### src/rtl/fbf_pkg.sv
package fbf_pkg;
   typedef enum logic [1:0] {FS_IDLE, FS_REQ, FS_DATA} fetch_state_t;

   localparam int NREGION       = 2;
   localparam int CTL_DUAL_BIT  = 0;
   localparam int CTL_IE_BIT    = 2;
   localparam int CTL_RUN_BIT   = 3;
   localparam int CTL_CODE_LSB  = 4;
   localparam int ST_SYNC_BIT   = 2;
   localparam int ST_UDF_BIT    = 5;
   localparam int ST_EOF_LSB    = 8;

   localparam logic [2:0] SEL_CTRL  = 3'd0;
   localparam logic [2:0] SEL_STAT  = 3'd1;
   localparam logic [2:0] SEL_BASE0 = 3'd2;
endpackage

### src/rtl/fbf_regs.sv
module fbf_regs
   import fbf_pkg::*;
#(
   parameter int ADDR_W = 32
) (
   input  logic                              clk,
   input  logic                              rst_n,
   input  logic                              reg_wr,
   input  logic [2:0]                        reg_addr,
   input  logic [31:0]                       reg_wdata,
   output logic [31:0]                       reg_rdata,
   input  logic [NREGION-1:0]                eof_set,
   input  logic                              udf_in,
   input  logic                              sync_in,
   output logic                              dual_en,
   output logic                              run_en,
   output logic [2:0]                        burst_code,
   output logic [NREGION-1:0][ADDR_W-1:0]    base_o,
   output logic [NREGION-1:0][ADDR_W-1:0]    ceil_o,
   output logic [NREGION-1:0]                eof_flags,
   output logic                              udf_flag,
   output logic                              sync_flag,
   output logic                              irq
);
   logic ie_en;
   logic wr_ctrl, wr_stat;

   assign wr_ctrl = reg_wr && (reg_addr == SEL_CTRL);
   assign wr_stat = reg_wr && (reg_addr == SEL_STAT);

   always_ff @(posedge clk or negedge rst_n) begin
      if (!rst_n) begin
         dual_en    <= 1'b0;
         ie_en      <= 1'b0;
         run_en     <= 1'b0;
         burst_code <= '0;
      end else if (wr_ctrl) begin
         dual_en    <= reg_wdata[CTL_DUAL_BIT];
         ie_en      <= reg_wdata[CTL_IE_BIT];
         run_en     <= reg_wdata[CTL_RUN_BIT];
         burst_code <= reg_wdata[CTL_CODE_LSB +: 3];
      end
   end

   for (genvar g = 0; g < NREGION; g++) begin : g_region
      localparam logic [2:0] SEL_B = SEL_BASE0 + 3'(2 * g);
      localparam logic [2:0] SEL_C = SEL_BASE0 + 3'(2 * g + 1);

      always_ff @(posedge clk or negedge rst_n) begin
         if (!rst_n) begin
            base_o[g] <= '0;
            ceil_o[g] <= '0;
         end else if (reg_wr) begin
            if (reg_addr == SEL_B) base_o[g] <= reg_wdata[ADDR_W-1:0];
            if (reg_addr == SEL_C) ceil_o[g] <= reg_wdata[ADDR_W-1:0];
         end
      end

      always_ff @(posedge clk or negedge rst_n) begin
         if (!rst_n)                                   eof_flags[g] <= 1'b0;
         else if (eof_set[g])                          eof_flags[g] <= 1'b1;
         else if (wr_stat && reg_wdata[ST_EOF_LSB+g])  eof_flags[g] <= 1'b0;
      end
   end

   always_ff @(posedge clk or negedge rst_n) begin
      if (!rst_n) begin
         udf_flag  <= 1'b0;
         sync_flag <= 1'b0;
      end else begin
         if (udf_in)                               udf_flag  <= 1'b1;
         else if (wr_stat && reg_wdata[ST_UDF_BIT])  udf_flag  <= 1'b0;
         if (sync_in)                              sync_flag <= 1'b1;
         else if (wr_stat && reg_wdata[ST_SYNC_BIT]) sync_flag <= 1'b0;
      end
   end

   always_comb begin
      reg_rdata = '0;
      case (reg_addr)
         SEL_CTRL: begin
            reg_rdata[CTL_DUAL_BIT]        = dual_en;
            reg_rdata[CTL_IE_BIT]          = ie_en;
            reg_rdata[CTL_RUN_BIT]         = run_en;
            reg_rdata[CTL_CODE_LSB +: 3]   = burst_code;
         end
         SEL_STAT: begin
            reg_rdata[ST_SYNC_BIT]               = sync_flag;
            reg_rdata[ST_UDF_BIT]                = udf_flag;
            reg_rdata[ST_EOF_LSB +: NREGION]     = eof_flags;
         end
         default: begin
            for (int k = 0; k < NREGION; k++) begin
               if (reg_addr == SEL_BASE0 + 3'(2 * k))     reg_rdata[ADDR_W-1:0] = base_o[k];
               if (reg_addr == SEL_BASE0 + 3'(2 * k + 1)) reg_rdata[ADDR_W-1:0] = ceil_o[k];
            end
         end
      endcase
   end

   assign irq = ((|eof_flags) && ie_en) || udf_flag || sync_flag;
endmodule

### src/rtl/fbf_burst_calc.sv
module fbf_burst_calc #(
   parameter int ADDR_W   = 32,
   parameter int LEN_W    = 5,
   parameter int SHIFT    = 2,
   parameter int MAX_CODE = 4
) (
   input  logic [ADDR_W-1:0] cur_addr,
   input  logic [ADDR_W-1:0] ceil_addr,
   input  logic [2:0]        code,
   output logic              code_ok,
   output logic [LEN_W-1:0]  len,
   output logic              last
);
   logic [ADDR_W-1:0] words_left;
   logic [ADDR_W-1:0] max_len;

   always_comb begin
      code_ok = (int'(code) <= MAX_CODE);
      max_len = code_ok ? (ADDR_W'(1) << code) : ADDR_W'(1);
      if (cur_addr > ceil_addr) words_left = ADDR_W'(1);
      else                      words_left = ((ceil_addr - cur_addr) >> SHIFT) + ADDR_W'(1);
      if (words_left <= max_len) begin
         len  = words_left[LEN_W-1:0];
         last = 1'b1;
      end else begin
         len  = max_len[LEN_W-1:0];
         last = 1'b0;
      end
   end
endmodule

### src/rtl/fbf_fetch_fsm.sv
module fbf_fetch_fsm
   import fbf_pkg::*;
#(
   parameter int ADDR_W = 32,
   parameter int DATA_W = 32,
   parameter int LEN_W  = 5,
   parameter int ROOM_W = 6,
   parameter int SHIFT  = 2
) (
   input  logic                           clk,
   input  logic                           rst_n,
   input  logic                           run_en,
   input  logic                           dual_en,
   input  logic                           code_ok,
   input  logic [LEN_W-1:0]               len_calc,
   input  logic                           last_calc,
   input  logic [NREGION-1:0][ADDR_W-1:0] base_i,
   input  logic [NREGION-1:0][ADDR_W-1:0] ceil_i,
   input  logic [ROOM_W-1:0]              fifo_room,
   output logic [ADDR_W-1:0]              cur_addr,
   output logic [ADDR_W-1:0]              frm_ceil,
   output logic                           rd_req,
   output logic [ADDR_W-1:0]              rd_addr,
   output logic [LEN_W-1:0]               rd_len,
   input  logic                           rd_ready,
   input  logic                           rd_valid,
   input  logic [DATA_W-1:0]              rd_data,
   output logic                           fifo_push,
   output logic [DATA_W-1:0]              fifo_wdata,
   output logic [NREGION-1:0]             eof_set
);
   localparam int CW = ROOM_W + LEN_W;

   fetch_state_t state;
   logic             frame_open;
   logic             sel;
   logic [LEN_W-1:0] len_q;
   logic [LEN_W-1:0] cnt;
   logic             last_q;
   logic             room_ok;
   logic             burst_done;

   assign room_ok    = CW'(fifo_room) >= CW'(len_calc);
   assign burst_done = (state == FS_DATA) && rd_valid && (cnt == LEN_W'(1));

   always_ff @(posedge clk or negedge rst_n) begin
      if (!rst_n) begin
         state      <= FS_IDLE;
         frame_open <= 1'b0;
         sel        <= 1'b0;
         cur_addr   <= '0;
         frm_ceil   <= '0;
         len_q      <= '0;
         cnt        <= '0;
         last_q     <= 1'b0;
      end else begin
         case (state)
            FS_IDLE: begin
               if (!frame_open) begin
                  if (run_en && code_ok) begin
                     frame_open <= 1'b1;
                     cur_addr   <= base_i[sel];
                     frm_ceil   <= ceil_i[sel];
                  end else if (!run_en) begin
                     sel <= 1'b0;
                  end
               end else if (!run_en) begin
                  frame_open <= 1'b0;
                  sel        <= 1'b0;
               end else if (code_ok && room_ok) begin
                  len_q  <= len_calc;
                  last_q <= last_calc;
                  state  <= FS_REQ;
               end
            end
            FS_REQ: begin
               if (rd_ready) begin
                  cnt   <= len_q;
                  state <= FS_DATA;
               end
            end
            FS_DATA: begin
               if (rd_valid) begin
                  cnt <= cnt - LEN_W'(1);
                  if (burst_done) begin
                     cur_addr <= cur_addr + (ADDR_W'(len_q) << SHIFT);
                     state    <= FS_IDLE;
                     if (last_q) begin
                        frame_open <= 1'b0;
                        sel        <= dual_en ? ~sel : 1'b0;
                     end
                  end
               end
            end
            default: state <= FS_IDLE;
         endcase
      end
   end

   assign rd_req     = (state == FS_REQ);
   assign rd_addr    = cur_addr;
   assign rd_len     = len_q;
   assign fifo_push  = (state == FS_DATA) && rd_valid;
   assign fifo_wdata = rd_data;

   always_comb begin
      eof_set = '0;
      if (burst_done && last_q) eof_set[sel] = 1'b1;
   end
endmodule

### src/rtl/fbf_dma.sv
module fbf_dma
   import fbf_pkg::*;
#(
   parameter int ADDR_W    = 32,
   parameter int DATA_W    = 32,
   parameter int MAX_BURST = 16,
   parameter int ROOM_W    = 6,
   localparam int LEN_W    = $clog2(MAX_BURST) + 1,
   localparam int MAX_CODE = $clog2(MAX_BURST),
   localparam int SHIFT    = $clog2(DATA_W / 8)
) (
   input  logic              clk,
   input  logic              rst_n,
   input  logic              reg_wr,
   input  logic [2:0]        reg_addr,
   input  logic [31:0]       reg_wdata,
   output logic [31:0]       reg_rdata,
   output logic              irq,
   output logic              rd_req,
   output logic [ADDR_W-1:0] rd_addr,
   output logic [LEN_W-1:0]  rd_len,
   input  logic              rd_ready,
   input  logic              rd_valid,
   input  logic [DATA_W-1:0] rd_data,
   output logic              fifo_push,
   output logic [DATA_W-1:0] fifo_wdata,
   input  logic [ROOM_W-1:0] fifo_room,
   input  logic              pix_underflow,
   input  logic              sync_lost
);
   if (ADDR_W > 32 || ADDR_W < 8) begin : g_bad_addr
      $error("fbf_dma: ADDR_W must lie in 8..32");
   end
   if (DATA_W < 8 || (DATA_W & (DATA_W - 1)) != 0) begin : g_bad_data
      $error("fbf_dma: DATA_W must be a power of two of at least 8");
   end
   if ((MAX_BURST & (MAX_BURST - 1)) != 0 || MAX_BURST > 128) begin : g_bad_burst
      $error("fbf_dma: MAX_BURST must be a power of two up to 128");
   end
   if ((2 ** ROOM_W) - 1 < MAX_BURST) begin : g_bad_room
      $error("fbf_dma: ROOM_W too narrow for MAX_BURST");
   end

   logic                           dual_en, run_en;
   logic [2:0]                     burst_code;
   logic [NREGION-1:0][ADDR_W-1:0] base_v, ceil_v;
   logic [NREGION-1:0]             eof_flags, eof_set;
   logic                           udf_flag, sync_flag;
   logic [ADDR_W-1:0]              cur_addr, frm_ceil;
   logic                           code_ok, last_calc;
   logic [LEN_W-1:0]               len_calc;

   fbf_regs #(.ADDR_W(ADDR_W)) regs_i (
      .clk(clk), .rst_n(rst_n), .reg_wr(reg_wr), .reg_addr(reg_addr),
      .reg_wdata(reg_wdata), .reg_rdata(reg_rdata), .eof_set(eof_set),
      .udf_in(pix_underflow), .sync_in(sync_lost), .dual_en(dual_en),
      .run_en(run_en), .burst_code(burst_code), .base_o(base_v),
      .ceil_o(ceil_v), .eof_flags(eof_flags), .udf_flag(udf_flag),
      .sync_flag(sync_flag), .irq(irq)
   );

   fbf_burst_calc #(.ADDR_W(ADDR_W), .LEN_W(LEN_W), .SHIFT(SHIFT), .MAX_CODE(MAX_CODE)) calc_i (
      .cur_addr(cur_addr), .ceil_addr(frm_ceil), .code(burst_code),
      .code_ok(code_ok), .len(len_calc), .last(last_calc)
   );

   fbf_fetch_fsm #(.ADDR_W(ADDR_W), .DATA_W(DATA_W), .LEN_W(LEN_W),
                   .ROOM_W(ROOM_W), .SHIFT(SHIFT)) fsm_i (
      .clk(clk), .rst_n(rst_n), .run_en(run_en), .dual_en(dual_en),
      .code_ok(code_ok), .len_calc(len_calc), .last_calc(last_calc),
      .base_i(base_v), .ceil_i(ceil_v), .fifo_room(fifo_room),
      .cur_addr(cur_addr), .frm_ceil(frm_ceil), .rd_req(rd_req),
      .rd_addr(rd_addr), .rd_len(rd_len), .rd_ready(rd_ready),
      .rd_valid(rd_valid), .rd_data(rd_data), .fifo_push(fifo_push),
      .fifo_wdata(fifo_wdata), .eof_set(eof_set)
   );
endmodule

### config.mk
export PLATFORM = sky130hd
export DESIGN_NAME = fbf_dma
export DESIGN_NICKNAME = d
export VERILOG_FILES = /design/src/rtl/fbf_pkg.sv /design/src/rtl/fbf_regs.sv /design/src/rtl/fbf_burst_calc.sv /design/src/rtl/fbf_fetch_fsm.sv /design/src/rtl/fbf_dma.sv
export SDC_FILE = /design/constraint.sdc
export NUM_CORES = 1
export LEC_CHECK = 0
export BUFFER_PORTS_ARGS = -buffer_cell sky130_fd_sc_hd__buf_2
export CORE_ASPECT_RATIO = 2
export CORE_MARGIN = 10
export CORE_UTILIZATION = 59
export CTS_CLUSTER_DIAMETER = 60
export DETAILED_ROUTE_END_ITERATION = 7
export PLACE_DENSITY = 0.89
export SLEW_MARGIN = 20
export SYNTH_ARGS = -nofsm -noshare
export SYNTH_HDL_FRONTEND = slang
export SYNTH_SLANG_ARGS = --single-unit
### constraint.sdc
create_clock -name clk -period 8.8 [get_ports clk]
set_clock_uncertainty 0.05 [all_clocks]
set_input_delay 0.88 -clock clk [delete_from_list [all_inputs] [get_ports clk]]
set_output_delay 0.88 -clock clk [all_outputs]
set_load 0.005 [all_outputs]
==> results.toml, run 1 <==
[pwr]
report.power.total_w = 0.007092
vdd_ir_drop_max_v = 0.0001989
powerDensity_mw_per_mm2 = 448.2
leakagePower_nw = 6.786

[routing]
wl_um = 41780
wire_per_inst_um = 22.16
drt_iter0_drc = 1095
viasPerCell = 6.630
ant_nets = 0
dr.pass1.iters = 6
drc = 0
vias = 12500

[finish]
layout_common_cells = "dfrtp_1, mux2_2, a21oi_1, buf_2, mux2i_1"
diodes = 0
final_common_cell = "dfrtp_1"
fill_cells = 1795
area_delta_synth_final_pct = 8.838
drive_above_1_share_pct = 23.89
final_nets = 1674

[die]
die_h_um = 242
coreArea_mm2 = 0.02442
die_x_um = 131
core.rowCount = 81
io_pins = 184
die_area_mm2 = 0.03170
initial_utilization_pct = 59.53

[timing]
setup_tns_ns = 0
tightest_slew_ns = 1.140
timing.final.ws_setup_ns = 1.243
final_max_slew_viol_count = 0
timing.final.crit_share_pct = 85.87
setup_viol = 0
timing.slew.headroom_pct = 23.83
fin_crit_ns = 7.557
hold_violations = 0
rsz0062_at_grt = "no"
clock.fmax_mhz = 132.3

[synthesis]
synthAdderAreaFrac_pct = 4.785
synth-compound-area-share_pct = 16.73
syn_area_per_cell_um2 = 9.719
synth_area_mm2 = 0.01454
async_reset_ff_share_pct = 100.0
synth_xor_area_share_pct = 2.048
ys.flop_type = "dfrtp_1"
ys_types = 104
syn_inst = 1496
syn_nets = 1631
seq_area_frac_synth_pct = 37.35
yosysWarnings = 0
ys_ff_latch = 217
synth_mux_area_share_pct = 19.66
synthSimpleGateAreaFrac_pct = 13.99
synth_edf_count = 0
synth_top_family_by_area = "multiplexers"

[placement]
place_congestion = 0.9537
port_buffers = 119
post-place-ws_ns = 1.315
dp_hpwl_um = 30140

[worst_setup_path]
arrival_ns = 7.85
critical_path_class = "flop to flop"
crit_required_ns = 9.09
slowest_stage = "o311ai_1"
max_stage_delay_ns = 0.78
path_max_fanout = 10
regToRegSetupSlack_ns = 1.24
crit_path_end_kind = "flop"
worst-r2r-cell-count = 29
worstReg2RegStart = "fsm_i.cur_addr[3]"
crit_top_cell = "o21ai_0"
critPathLaunchType = "flop"
startpoint = "fsm_i.cur_addr[3]"
r2r_end = "fsm_i.state[0]"

[global_route]
track_usage_pct = 25.94
overflow = 0
grt_max_degree = 135
grt_pass1_wl_um = 66710
antenna_found_initial = 1
grt_pass1_vias = 12880

[min_path]
hold_path.class = "input port to asynchronous set/reset pin"

[run]
cap_violations = 0

[clock_network]
numCtsBuffers = 20
cts_hold_buf = 0
cts_setup_buffers = 0
cts.path.max_buffers = 3
cts.sinks = 217
h-tree-depth = 1
ctsResizeCount = 0
root_buffer = "clkbuf_16"
clk_pin_slew_worst_paths_ns = 0.07
cts_tree = "built"
clk_latency_ns = 0.52

[run_status]
status = "completed"
## metrics by stage
| step | utilization, % | instances | area [um^2] | hold slack, ns |
|---|---|---|---|---|
| after floorplan | - | 1496 | 14540 | 0.3981 |
| after global placement | 61.83 | 1849 | 15100 | 0.4397 |
| after detailed placement | 61.83 | 1849 | 15100 | 0.4457 |
| after CTS | 64.77 | 1885 | 15820 | 0.4610 |
| after global routing | 64.79 | 1885 | 15820 | 0.4913 |
| final | 64.79 | 1885 | 15820 | 0.4391 |
## registers in the layout, indices dropped and copies added (netlist names)
signal	flops
regs_i.sync_flag	1
regs_i.burst_code	3
regs_i.run_en	1
regs_i.base_o	64
fsm_i.sel	1
fsm_i.frm_ceil	32
fsm_i.frame_open	1
fsm_i.rd_len	5
regs_i.eof_flags	2
fsm_i.last_q	1
regs_i.ceil_o	64
regs_i.dual_en	1
regs_i.ie_en	1
fsm_i.state	2
regs_i.udf_flag	1
fsm_i.cur_addr	32
fsm_i.cnt	5
## Yosys cell counts, drive strengths merged, types with 6 or more instances
cell type	count	share of area, %
dfrtp	217	37
mux2	149	12
a21oi	128	4.5
mux2i	113	7.8
nor2	104	2.7
o21ai	79	2.8
nand2	78	2.0
buf	57	2.5
inv	56	1.4
clkbuf	54	1.5
ha	54	4.6
nand3	36	1.2
o22ai	36	1.5
nor3	23	0.79
nand4	22	1.1
a21o	19	0.99
xnor2	19	1.1
and2	15	0.69
xor2	15	0.90
o21a	14	0.73
nor2b	13	0.56
o211ai	12	0.62
or3	12	0.58
and4	11	0.70
nor4	11	0.62
a211oi	10	0.55
nand2b	10	0.43
a22oi	9	0.59
a31oi	9	0.39
nand3b	7	0.45
o31ai	7	0.40
a311oi	6	0.52
and3	6	0.28
or2	6	0.26
## area by class of cell
class / instances / area, um^2 / area share (%)
inverter: 56 / 210.2 / 1.328
clock inverter: 13 / 173.9 / 1.099
sequential: 217 / 5434 / 34.34
multi-input combinational: 1112 / 8338 / 52.69
clock buffer: 23 / 543.0 / 3.432
tap: 332 / 415.4 / 2.625
timing repair buffer: 132 / 709.4 / 4.483
## per-layer routing
layer	GRT usage, %	up-vias	wire length, um
li1	-	5586	-
met1	27.55	6105	14580
met2	45.04	584	21460
met3	4.360	223	2864
met4	17.55	0	2867
met5	0	-	0
## critical path: cells and delay by family (launching register included)
family / cells / cell delay [ns]
AOI/OAI and AO/OA: 16 / 3.78
and+or+nand+nor: 9 / 2.15
DFF: 1 / 0.37
buffers and inverters: 1 / 0.10
adders and majority gates: 3 / 0.92
## where the power goes
group / internal (W) / switching, W / total (W)
logic: 0.00179 / 0.00272 / 0.00452
registers: 0.00132 / 0.000307 / 0.00162
clock network: 0.000564 / 0.000391 / 0.000954
## cell families after synthesis
group | Yosys count
compound gates | 379
buf+inv | 167
fa+ha+maj | 55
simple gates | 380
mux | 264
xor+xnor | 34
flops | 217
## how the worst max path moves through the flow
| stage | to | slack (ns) | cells after the start |
|---|---|---|---|
| 2_1_floorplan | fsm_i.state[0] | 2.50 | 30 |
| 3_3_place_gp | fsm_i.rd_len[1] | 1.67 | 30 |
| 3_5_place_dp | fsm_i.state[0] | 1.31 | 29 |
| 4_1_cts | fsm_i.state[0] | 1.32 | 29 |
| 5_1_grt | fsm_i.state[0] | 0.70 | 29 |
| 6_report | fsm_i.state[0] | 1.24 | 29 |
(Power assumes the default switching activity.)
==> run 2, diff against run 1 <==
==> constraint.sdc (replaced) <==
create_clock -name clk -period 8.8 [get_ports clk]
set_clock_uncertainty 0.05 [all_clocks]
set_input_delay 0.88 -clock clk [delete_from_list [all_inputs] [get_ports clk]]
set_output_delay 0.88 -clock clk [all_outputs]
set_load 0.1 [all_outputs]
==> run 2 against run 1 <==
Compared with the run above: cell area down 0.29%; non-clock buffer count up 1; largest cell class unchanged; clock-buffer cell count up 7; die area unchanged; worst setup slack worse by 0.019 ns; critical endpoint is now fsm_i.rd_len[1]; sequential cell count unchanged.
==> results.toml, run 2 (synthesis gave the netlist of run 1 again) <==
[timing]
tightest_slew_ns = 1.153
setup_tns_ns = 0
hold_violations = 0
clock.fmax_mhz = 132.0
setup_viol = 0
timing.slew.headroom_pct = 22.97
final_max_slew_viol_count = 0
fin_crit_ns = 7.576
rsz0062_at_grt = "no"
timing.final.crit_share_pct = 86.09

[worst_setup_path]
cp-endpoint = "fsm_i.rd_len[1]"
regToRegSetupSlack_ns = 1.22
max_stage_delay_ns = 0.80
crit_required_ns = 9.17
crit_top_cell = "o21ai_0"
r2r_end = "fsm_i.rd_len[1]"
worst-r2r-cell-count = 30
path_max_fanout = 12
startpoint = "fsm_i.cur_addr[11]"
critPathTopFamily = "compound AO/OA/AOI/OAI gates"
worstReg2RegStart = "fsm_i.cur_addr[11]"
critPathLaunchType = "flop"
crit_path_end_kind = "flop"
crit_buf_inv = 1
arrival_ns = 7.95
critical_path_class = "flop to flop"
cp_num_cells = 30
slowest_stage = "o311ai_1"

[routing]
drt_iter0_drc = 1179
ant_nets = 0
wire_per_inst_um = 22.19
wl_um = 41870
dr.pass1.iters = 5
drc = 0
viasPerCell = 6.568
vias = 12390

[clock_network]
numCtsBuffers = 20
cts_setup_buffers = 0
cts_hold_buf = 0
clk_pin_slew_worst_paths_ns = 0.07
clk_latency_ns = 0.51
cts_tree = "built"
cts.sinks = 217
root_buffer = "clkbuf_16"
h-tree-depth = 1
ctsResizeCount = 0
cts.path.max_buffers = 3

[min_path]
hold_path.class = "input port to asynchronous set/reset pin"

[placement]
port_buffers = 119
place_congestion = 0.9497
dp_hpwl_um = 30450

[die]
coreArea_mm2 = 0.02442
initial_utilization_pct = 59.53
die_x_um = 131
die_area_mm2 = 0.03170
io_pins = 184
core.rowCount = 81
die_h_um = 242

[finish]
top_regs = "regs_i.base_o (64), regs_i.ceil_o (64)"
layout_common_cells = "dfrtp_1, mux2_2, a21oi_1, buf_2, mux2i_1"
drive_above_1_share_pct = 23.68
area_delta_synth_final_pct = 8.520
final_common_cell = "dfrtp_1"
final_nets = 1675

[global_route]
grt_max_degree = 95
track_usage_pct = 26.16
grt_pass1_wl_um = 66500
overflow = 0
antenna_found_initial = 2
grt_pass1_vias = 12710

[run]
cap_violations = 0

[run_status]
status = "completed"
==> run 2: changes by cell type in the layout (fill, tap and decap cells not counted) <==
cell / change
inv_6: -1
buf_4: +1
clkinv_2: -4
bufinv_16: -3
diode_2: +1
buf_8: -1
clkbuf_8: +4
clkinvlp_4: +1
clkbuf_1: +4
==> run 2: layout make-up <==
| type | instances | area (um^2) |
|---|---|---|
| fillers | 1808 | 8647 |
| multi-input cells | 1112 | 8338 |
| flip-flops and latches | 217 | 5434 |
| repair buffers | 133 | 715.7 |
| clock buffers | 30 | 599.3 |
| well taps | 332 | 415.4 |
| inverters | 56 | 210.2 |
| clock inverters | 6 | 62.56 |
| diodes | 1 | 2.502 |
==> run 2: per-stage QoR <==
step	hold slack [ns]	cell area, um^2	util, %	setup WS [ns]	std cells
2_1_floorplan	0.3981	14540	-	1.855	1496
3_3_place_gp	0.4403	15110	61.86	1.632	1850
3_5_place_dp	0.4437	15110	61.86	1.325	1850
4_1_cts	0.4263	15770	64.57	1.320	1886
5_1_grt	0.4348	15780	64.60	0.6298	1887
6_report	0.3790	15780	64.60	1.224	1887
==> run 2: worst min path at each step <==
stage                      from                 to  slack [ns]
3_3_place_gp   regs_i.sync_flag   regs_i.sync_flag        0.44
2_1_floorplan      fsm_i.last_q       fsm_i.last_q        0.40
6_report                  rst_n  regs_i.base_o[27]        0.38
4_1_cts                   rst_n  regs_i.base_o[27]        0.43
5_1_grt                   rst_n  regs_i.base_o[26]        0.43
3_5_place_dp   regs_i.sync_flag   regs_i.sync_flag        0.44
==> run 2: metal layers <==
metal / part of all wire, % / vias to the layer above / wire length (um) / GRT usage [%]
met5: 0 / - / 0 / 0
met4: 6.8 / 0 / 2839 / 16.90
met3: 6.1 / 191 / 2546 / 4.053
met2: 52 / 564 / 21660 / 45.58
met1: 35 / 6057 / 14830 / 28.20
li1: - / 5581 / - / -
Power of run 2 is not shown: default switching activity piles up to over one toggle a cycle in this logic, so the estimate is an artifact.
